===== config.mk =====
export PLATFORM = sky130hd
export DESIGN_NAME = dir_update_decider
export DESIGN_NICKNAME = d
export VERILOG_FILES = /design/src/rtl/dsu_pkg.sv /design/src/rtl/dsu_src_select.sv /design/src/rtl/dsu_info_calc.sv /design/src/rtl/dsu_table_ctl.sv /design/src/rtl/dsu_cache_ctl.sv /design/src/rtl/dir_update_decider.sv
export SDC_FILE = /design/constraint.sdc
export NUM_CORES = 1
export LEC_CHECK = 0
export ABC_AREA = 1
export BUFFER_PORTS_ARGS = -buffer_cell sky130_fd_sc_hd__buf_2
export CORE_MARGIN = 5
export CORE_UTILIZATION = 35
export CTS_CLUSTER_DIAMETER = 60
export DETAILED_ROUTE_END_ITERATION = 6
export PLACE_DENSITY = 0.69
export SLEW_MARGIN = 10
export SYNTH_ARGS = -nofsm -noshare
export SYNTH_HDL_FRONTEND = slang
export SYNTH_SLANG_ARGS = --single-unit

===== constraint.sdc =====
create_clock -name clk_i -period 1.5 [get_ports clk_i]
set_clock_uncertainty 0.15 [all_clocks]
set_input_delay 0.375 -clock clk_i [delete_from_list [all_inputs] [get_ports clk_i]]
set_output_delay 0.375 -clock clk_i [all_outputs]
set_load 0.1 [all_outputs]

===== src/rtl/dsu_pkg.sv =====
package dsu_pkg;
  localparam int unsigned ST_W  = 3;
  localparam int unsigned ACT_W = 8;

  typedef enum logic [ST_W-1:0] {
    ST_N    = 3'd0,
    ST_I    = 3'd1,
    ST_S    = 3'd2,
    ST_M    = 3'd3,
    ST_MN_A = 3'd4,
    ST_SN_A = 3'd5,
    ST_NS_D = 3'd6,
    ST_S_D  = 3'd7
  } dir_state_e;

  // action vector bit positions
  localparam int unsigned A_OWN_CLR = 0;
  localparam int unsigned A_OWN_REQ = 1;
  localparam int unsigned A_SH_OWN  = 2;
  localparam int unsigned A_SH_REQ  = 3;
  localparam int unsigned A_SH_CLR  = 4;
  localparam int unsigned A_SH_RM   = 5;
  localparam int unsigned A_STORE   = 6;
  localparam int unsigned A_INVAL   = 7;

  function automatic logic st_stable(logic [ST_W-1:0] s);
    return ~s[ST_W-1];
  endfunction
endpackage


===== src/rtl/dsu_src_select.sv =====
module dsu_src_select
  import dsu_pkg::*;
#(
  parameter int unsigned TILES   = 8,
  parameter int unsigned OWNER_W = 4,
  parameter logic [OWNER_W-1:0] MEM_ID = '0
) (
  input  logic               tbl_hit_i,
  input  logic [ST_W-1:0]    tbl_state_i,
  input  logic [TILES-1:0]   tbl_sharers_i,
  input  logic [OWNER_W-1:0] tbl_owner_i,
  input  logic               cache_hit_i,
  input  logic [ST_W-1:0]    cache_state_i,
  input  logic [TILES-1:0]   cache_sharers_i,
  input  logic [OWNER_W-1:0] cache_owner_i,
  input  logic               is_repl_i,
  input  logic [ST_W-1:0]    repl_state_i,
  input  logic [TILES-1:0]   repl_sharers_i,
  input  logic [OWNER_W-1:0] repl_owner_i,
  output logic [ST_W-1:0]    cur_state_o,
  output logic [TILES-1:0]   cur_sharers_o,
  output logic [OWNER_W-1:0] cur_owner_o
);
  always_comb begin
    if (tbl_hit_i) begin
      cur_state_o   = tbl_state_i;
      cur_sharers_o = tbl_sharers_i;
      cur_owner_o   = tbl_owner_i;
    end else if (cache_hit_i) begin
      cur_state_o   = cache_state_i;
      cur_sharers_o = cache_sharers_i;
      cur_owner_o   = cache_owner_i;
    end else if (is_repl_i) begin
      cur_state_o   = repl_state_i;
      cur_sharers_o = repl_sharers_i;
      cur_owner_o   = repl_owner_i;
    end else begin
      cur_state_o   = ST_N;
      cur_sharers_o = '0;
      cur_owner_o   = MEM_ID;
    end
  end
endmodule


===== src/rtl/dsu_info_calc.sv =====
module dsu_info_calc
  import dsu_pkg::*;
#(
  parameter int unsigned TILES   = 8,
  parameter int unsigned OWNER_W = 4,
  parameter logic [OWNER_W-1:0] MEM_ID = '0
) (
  input  logic [ST_W-1:0]    cur_state_i,
  input  logic [TILES-1:0]   cur_sharers_i,
  input  logic [OWNER_W-1:0] cur_owner_i,
  input  logic [ST_W-1:0]    next_state_i,
  input  logic [ACT_W-1:0]   act_i,
  input  logic [OWNER_W-1:0] req_id_i,
  output logic               info_chg_o,
  output logic [TILES-1:0]   new_sharers_o,
  output logic [OWNER_W-1:0] new_owner_o
);
  logic [TILES-1:0] owner_oh, req_oh;

  // IDs outside 0..TILES-1 (the memory tile) map to no sharer bit
  for (genvar t = 0; t < TILES; t++) begin : g_oh
    assign owner_oh[t] = (cur_owner_i == OWNER_W'(t));
    assign req_oh[t]   = (req_id_i    == OWNER_W'(t));
  end

  assign info_chg_o = (cur_state_i != next_state_i) | act_i[A_OWN_CLR] | act_i[A_OWN_REQ]
                    | act_i[A_SH_OWN] | act_i[A_SH_REQ] | act_i[A_SH_CLR] | act_i[A_SH_RM];

  always_comb begin
    new_sharers_o = act_i[A_SH_CLR] ? '0 : cur_sharers_i;
    if (act_i[A_SH_OWN]) new_sharers_o = new_sharers_o | owner_oh;
    if (act_i[A_SH_REQ]) new_sharers_o = new_sharers_o | req_oh;
    if (act_i[A_SH_RM])  new_sharers_o = new_sharers_o & ~req_oh;
  end

  always_comb begin
    if (act_i[A_OWN_REQ])      new_owner_o = req_id_i;
    else if (act_i[A_OWN_CLR]) new_owner_o = MEM_ID;
    else                       new_owner_o = cur_owner_i;
  end
endmodule


===== src/rtl/dsu_table_ctl.sv =====
module dsu_table_ctl #(
  parameter int unsigned IDX_W = 3
) (
  input  logic             cur_stable_i,
  input  logic             nxt_stable_i,
  input  logic             info_chg_i,
  input  logic [IDX_W-1:0] free_idx_i,
  input  logic [IDX_W-1:0] hit_idx_i,
  output logic             alloc_o,
  output logic             upd_o,
  output logic             dealloc_o,
  output logic             entry_valid_o,
  output logic [IDX_W-1:0] idx_o
);
  assign alloc_o       =  cur_stable_i & ~nxt_stable_i;
  assign dealloc_o     = ~cur_stable_i &  nxt_stable_i;
  assign upd_o         = ~cur_stable_i & ~nxt_stable_i & info_chg_i;
  assign entry_valid_o = (alloc_o | upd_o) & ~dealloc_o;
  assign idx_o         = alloc_o ? free_idx_i : hit_idx_i;
endmodule


===== src/rtl/dsu_cache_ctl.sv =====
module dsu_cache_ctl (
  input  logic msg_valid_i,
  input  logic is_repl_i,
  input  logic cur_stable_i,
  input  logic nxt_stable_i,
  input  logic info_chg_i,
  input  logic store_i,
  input  logic inval_i,
  input  logic cache_hit_i,
  input  logic way_valid_i,
  input  logic tbl_alloc_i,
  input  logic tbl_dealloc_i,
  output logic alloc_o,
  output logic upd_o,
  output logic dealloc_o,
  output logic line_valid_o,
  output logic victim_o
);
  logic upd_raw, alloc_raw, dealloc_raw, chg_or_store, issue;

  assign chg_or_store = info_chg_i | store_i;
  assign upd_raw      = cur_stable_i & nxt_stable_i & cache_hit_i & chg_or_store;
  assign dealloc_raw  = tbl_alloc_i & cache_hit_i;
  assign alloc_raw    = nxt_stable_i & chg_or_store & ~(tbl_dealloc_i & inval_i) & ~upd_raw;

  // replacements never touch the cache arrays
  assign issue        = msg_valid_i & ~is_repl_i;
  assign alloc_o      = issue & alloc_raw;
  assign upd_o        = issue & upd_raw;
  assign dealloc_o    = issue & dealloc_raw;
  assign line_valid_o = ~inval_i;

  // way is overwritten in place; its old content goes to the queue
  assign victim_o = issue & way_valid_i & ~cache_hit_i & (alloc_raw | upd_raw) & ~dealloc_raw;
endmodule


===== src/rtl/dir_update_decider.sv =====
module dir_update_decider
  import dsu_pkg::*;
#(
  parameter int unsigned ADDR_W    = 32,
  parameter int unsigned TILES     = 8,
  parameter int unsigned TBL_DEPTH = 8,
  localparam int unsigned OWNER_W  = $clog2(TILES) + 1,
  localparam int unsigned IDX_W    = (TBL_DEPTH > 1) ? $clog2(TBL_DEPTH) : 1,
  parameter logic [OWNER_W-1:0] MEM_TILE_ID = OWNER_W'(TILES)
) (
  input  logic               clk_i,
  input  logic               rst_ni,
  input  logic               msg_valid_i,
  input  logic               msg_is_repl_i,
  input  logic [ADDR_W-1:0]  msg_addr_i,
  input  logic [OWNER_W-1:0] req_id_i,
  input  logic               tbl_hit_i,
  input  logic [IDX_W-1:0]   tbl_idx_i,
  input  logic [IDX_W-1:0]   tbl_free_idx_i,
  input  logic [2:0]         tbl_state_i,
  input  logic [TILES-1:0]   tbl_sharers_i,
  input  logic [OWNER_W-1:0] tbl_owner_i,
  input  logic               cache_hit_i,
  input  logic               cache_way_valid_i,
  input  logic [2:0]         cache_state_i,
  input  logic [TILES-1:0]   cache_sharers_i,
  input  logic [OWNER_W-1:0] cache_owner_i,
  input  logic [2:0]         repl_state_i,
  input  logic [TILES-1:0]   repl_sharers_i,
  input  logic [OWNER_W-1:0] repl_owner_i,
  input  logic [2:0]         next_state_i,
  input  logic [7:0]         act_i,
  output logic               tbl_we_o,
  output logic               tbl_alloc_o,
  output logic               tbl_upd_o,
  output logic               tbl_dealloc_o,
  output logic [IDX_W-1:0]   tbl_idx_o,
  output logic               tbl_valid_o,
  output logic               cache_we_o,
  output logic               cache_alloc_o,
  output logic               cache_upd_o,
  output logic               cache_dealloc_o,
  output logic               cache_line_valid_o,
  output logic               victim_push_o,
  output logic [ADDR_W-1:0]  wr_addr_o,
  output logic [2:0]         wr_state_o,
  output logic [TILES-1:0]   wr_sharers_o,
  output logic [OWNER_W-1:0] wr_owner_o
);
  logic [ST_W-1:0]    cur_state;
  logic [TILES-1:0]   cur_sharers, new_sharers;
  logic [OWNER_W-1:0] cur_owner, new_owner;
  logic               info_chg, cur_stable, nxt_stable;
  logic               t_alloc, t_upd, t_dealloc, t_valid;
  logic [IDX_W-1:0]   t_idx;
  logic               c_alloc, c_upd, c_dealloc, c_line_valid, c_victim;

  dsu_src_select #(.TILES(TILES), .OWNER_W(OWNER_W), .MEM_ID(MEM_TILE_ID)) u_src (
    .tbl_hit_i       (tbl_hit_i),
    .tbl_state_i     (tbl_state_i),
    .tbl_sharers_i   (tbl_sharers_i),
    .tbl_owner_i     (tbl_owner_i),
    .cache_hit_i     (cache_hit_i),
    .cache_state_i   (cache_state_i),
    .cache_sharers_i (cache_sharers_i),
    .cache_owner_i   (cache_owner_i),
    .is_repl_i       (msg_is_repl_i),
    .repl_state_i    (repl_state_i),
    .repl_sharers_i  (repl_sharers_i),
    .repl_owner_i    (repl_owner_i),
    .cur_state_o     (cur_state),
    .cur_sharers_o   (cur_sharers),
    .cur_owner_o     (cur_owner)
  );

  dsu_info_calc #(.TILES(TILES), .OWNER_W(OWNER_W), .MEM_ID(MEM_TILE_ID)) u_info (
    .cur_state_i   (cur_state),
    .cur_sharers_i (cur_sharers),
    .cur_owner_i   (cur_owner),
    .next_state_i  (next_state_i),
    .act_i         (act_i),
    .req_id_i      (req_id_i),
    .info_chg_o    (info_chg),
    .new_sharers_o (new_sharers),
    .new_owner_o   (new_owner)
  );

  assign cur_stable = st_stable(cur_state);
  assign nxt_stable = st_stable(next_state_i);

  dsu_table_ctl #(.IDX_W(IDX_W)) u_tbl (
    .cur_stable_i  (cur_stable),
    .nxt_stable_i  (nxt_stable),
    .info_chg_i    (info_chg),
    .free_idx_i    (tbl_free_idx_i),
    .hit_idx_i     (tbl_idx_i),
    .alloc_o       (t_alloc),
    .upd_o         (t_upd),
    .dealloc_o     (t_dealloc),
    .entry_valid_o (t_valid),
    .idx_o         (t_idx)
  );

  dsu_cache_ctl u_cache (
    .msg_valid_i   (msg_valid_i),
    .is_repl_i     (msg_is_repl_i),
    .cur_stable_i  (cur_stable),
    .nxt_stable_i  (nxt_stable),
    .info_chg_i    (info_chg),
    .store_i       (act_i[A_STORE]),
    .inval_i       (act_i[A_INVAL]),
    .cache_hit_i   (cache_hit_i),
    .way_valid_i   (cache_way_valid_i),
    .tbl_alloc_i   (t_alloc),
    .tbl_dealloc_i (t_dealloc),
    .alloc_o       (c_alloc),
    .upd_o         (c_upd),
    .dealloc_o     (c_dealloc),
    .line_valid_o  (c_line_valid),
    .victim_o      (c_victim)
  );

  always_ff @(posedge clk_i or negedge rst_ni) begin
    if (!rst_ni) begin
      tbl_we_o           <= 1'b0;
      tbl_alloc_o        <= 1'b0;
      tbl_upd_o          <= 1'b0;
      tbl_dealloc_o      <= 1'b0;
      tbl_idx_o          <= '0;
      tbl_valid_o        <= 1'b0;
      cache_we_o         <= 1'b0;
      cache_alloc_o      <= 1'b0;
      cache_upd_o        <= 1'b0;
      cache_dealloc_o    <= 1'b0;
      cache_line_valid_o <= 1'b0;
      victim_push_o      <= 1'b0;
      wr_addr_o          <= '0;
      wr_state_o         <= '0;
      wr_sharers_o       <= '0;
      wr_owner_o         <= '0;
    end else begin
      tbl_alloc_o        <= msg_valid_i & t_alloc;
      tbl_upd_o          <= msg_valid_i & t_upd;
      tbl_dealloc_o      <= msg_valid_i & t_dealloc;
      tbl_we_o           <= msg_valid_i & (t_alloc | t_upd | t_dealloc);
      tbl_valid_o        <= t_valid;
      tbl_idx_o          <= t_idx;
      cache_alloc_o      <= c_alloc;
      cache_upd_o        <= c_upd;
      cache_dealloc_o    <= c_dealloc;
      cache_we_o         <= c_alloc | c_upd | c_dealloc;
      cache_line_valid_o <= c_line_valid;
      victim_push_o      <= c_victim;
      wr_addr_o          <= msg_addr_i;
      wr_state_o         <= next_state_i;
      wr_sharers_o       <= new_sharers;
      wr_owner_o         <= new_owner;
    end
  end
endmodule


==> results_dict.tcl <==
set metrics [dict create \
    finalSetupViolations 7 \
    hold_viol 0 \
    avgRoutedWirePerCell_um 15.6 \
    post_drt_via_cell_ratio 4.48 \
    regArea_um2 1530 \
    fin_tns_setup_ps -1170 \
    drc 0 \
    dr_total_vias 2665 \
    crit_type "in2reg" \
    grt_pass1_wl_um 14400 \
    die_h_um 94.6 \
    path_cells "buf_8 > inv_4 > nor2_4 > a22oi_2 > nand2_1 > o21a_1 > ha_1 > nand2_2 > nor3_2 > nand2_1 > nor2_2 > nand2_1 > nand2_2 > o21ai_2" \
    multiInputGateArea_um2 897 \
    synth_area_um2 2510 \
    mappedNetlistNets 375 \
    slew_headroom_pct 76.4 \
    antenna_left 0 \
    cp_common_cell "nand2_1" \
    status "finished with violations" \
    die_area_um2 8950 \
    min-delay-path-class "in2reg" \
    required_ps 1570 \
    irDropWorstVdd_mv 0.456 \
    cp_slowest_stage_delay_ps 290 \
    tritoncts "built" \
    synth_top_cell_by_area "dfrtp_1" \
    grt_use_total_pct 21.0 \
    area_delta_synth_final_pct 105 \
    rsz0062_at_grt "true" \
    period_needed_ps 1690 \
    setup_slack_ps -190 \
    cp-start-kind "input pin" \
    cts-root-buf "clkbuf_8" \
    crit_path_end_kind "flop" \
    core-area_um2 6870 \
    n_fill_cell 470 \
    cts_inserted_buffers 9 \
    crit_slowest_cell "ha_1" \
    max_slew.worst_pin.slew_ps 351 \
    die_x_um 94.6 \
    postCtsSetupBuffers 0 \
    drtIter0Drc 69 \
    synth_top_cell_area_share_pct 60.9 \
    crit_arrival_ps 1760 \
    final_cell_mix "buf_2, buf_12, dfrtp_1, nand2_1, nor2_1" \
    wl_um 9310 \
    ys_types 28 \
    h-tree-depth 3 \
    boundaryPins 166 \
    antenna_found_initial 1 \
    power_density_nw_per_um2 1010 \
    p_leak_nw 2.57 \
    hpwl_um 7290 \
    dr.pass1.iters 4 \
    finalPower_mw 5.20 \
    synthCells 266 \
    slew_viol_final 0 \
    syn-mean-instance-area_um2 9.42 \
    synth-seq-cells 61 \
    grt-ovfl-total 0 \
    crit_path_max_fanout 3 \
    grt_pass1_vias 2882 \
    finalCritPeriodShare_pct 113 \
    n_antenna_cell 0 \
    clock_path_buffers 2 \
    min_from "next_state_i[1]" \
    finish.net_count 604 \
    clk_pin_slew_worst_paths_ps 70 \
    io_buffers 165 \
    synth.top_cells.by_area "dfrtp_1, nand2_1, a21oi_1, nor2_1, inv_1" \
    ys_seq_area_share_pct 60.9 \
    grt_max_degree 57 \
    core.rowCount 30 \
    timing.max_cap.violations 0 \
    gp_congestion 0.844 \
    start_util_pct 36.5 \
    cts_sinks 61 \
    final_common_cell "buf_2" \
    yosys_warnings 0 \
    violations "negative setup slack" \
    cp-startpoint "msg_is_repl_i" \
    final_layout_size_suffix_gt1_share_pct 46.5 \
    fmax_mhz 592 \
]
## per-layer routing
layer / global-route usage, % / wire length (um) / vias up
met5: 0 / 13 / -
met4: 6.85 / 91 / 2
met3: 4.30 / 662 / 8
met2: 37.3 / 4830 / 121
met1: 25.5 / 3710 / 1224
li1: - / - / 1310
## registers in the layout, summed over array words and instances (netlist names), 3 cells and up
register and flops:
wr_sharers_o 8, wr_state_o 3, wr_owner_o 4, tbl_idx_o 3, wr_addr_o 32
## final cells by class
class	count	share of cell area (%)
clock buffers	11	2.75
clock inverters	4	1.41
inverters	28	2.09
multi-input cells	172	17.4
flip-flops and latches	61	29.7
well taps	96	2.33
repair buffers	223	44.3
## power breakdown
part	internal, mW	leakage (nW)	switching (mW)	total [mW]
clock network	0.970	0.105	0.608	1.58
registers	1.75	0.739	0.0872	1.83
logic	0.681	1.72	1.11	1.79
total	3.40	2.57	1.80	5.20
## metrics by stage
stage	util (%)	setup slack (ps)	hold WS [ps]	std cells	cell area, um2
2_1_floorplan	-	-564	-70.6	266	2550
3_3_place_gp	66.5	-567	67.4	548	4570
3_5_place_dp	66.5	-624	69.4	548	4570
4_1_cts	74.2	-172	3.94	591	5090
5_1_grt	74.9	-277	4.66	595	5150
6_report	74.9	-190	26.0	595	5150
## kinds of logic after synthesis
logic type      count (synthesis)  synth area share (%)
compound gates                 52                  11.4
fa+ha+maj                       4                  2.00
buf+inv                        33                  5.49
flops                          61                  60.9
simple gates                  116                  20.2
## critical path, delay by kind of cell
kind | cells | cell delay (ps)
simple gates | 8 | 640
compound gates | 3 | 300
fa+ha+maj | 1 | 290
buf+inv | 2 | 140
## synthesized netlist by cell type (all sizes together)
library cell and n:
nand2 51, clkinv 1, nor3 2, inv 27, clkbuf 1, a211oi 1
ha 4, buf 4, dfrtp 61, or2 3, a31oi 1, o21a 1
o22ai 4, a22oi 1, a21oi 34, nand3 19, nor2 41, o21ai 10
## final timing paths
check / endpoint / depth (start not counted)
min in group asynchronous: tbl_idx_o[1]$_DFF_PN0_ / 2
worst max-delay path: tbl_we_o$_DFF_PN0_ / 14
max in group asynchronous: wr_addr_o[4]$_DFF_PN0_ / 3
worst min-delay path: wr_state_o[1]$_DFF_PN0_ / 1
## repair_timing
item,4_1_cts,5_1_grt
pin swaps,4,3
endpoints found under the hold margin,32,4
resized for setup,9,5
hold buffers,28,4
setup endpoints to repair,8,15
No activity file was read; power rests on OpenSTA's default activity.
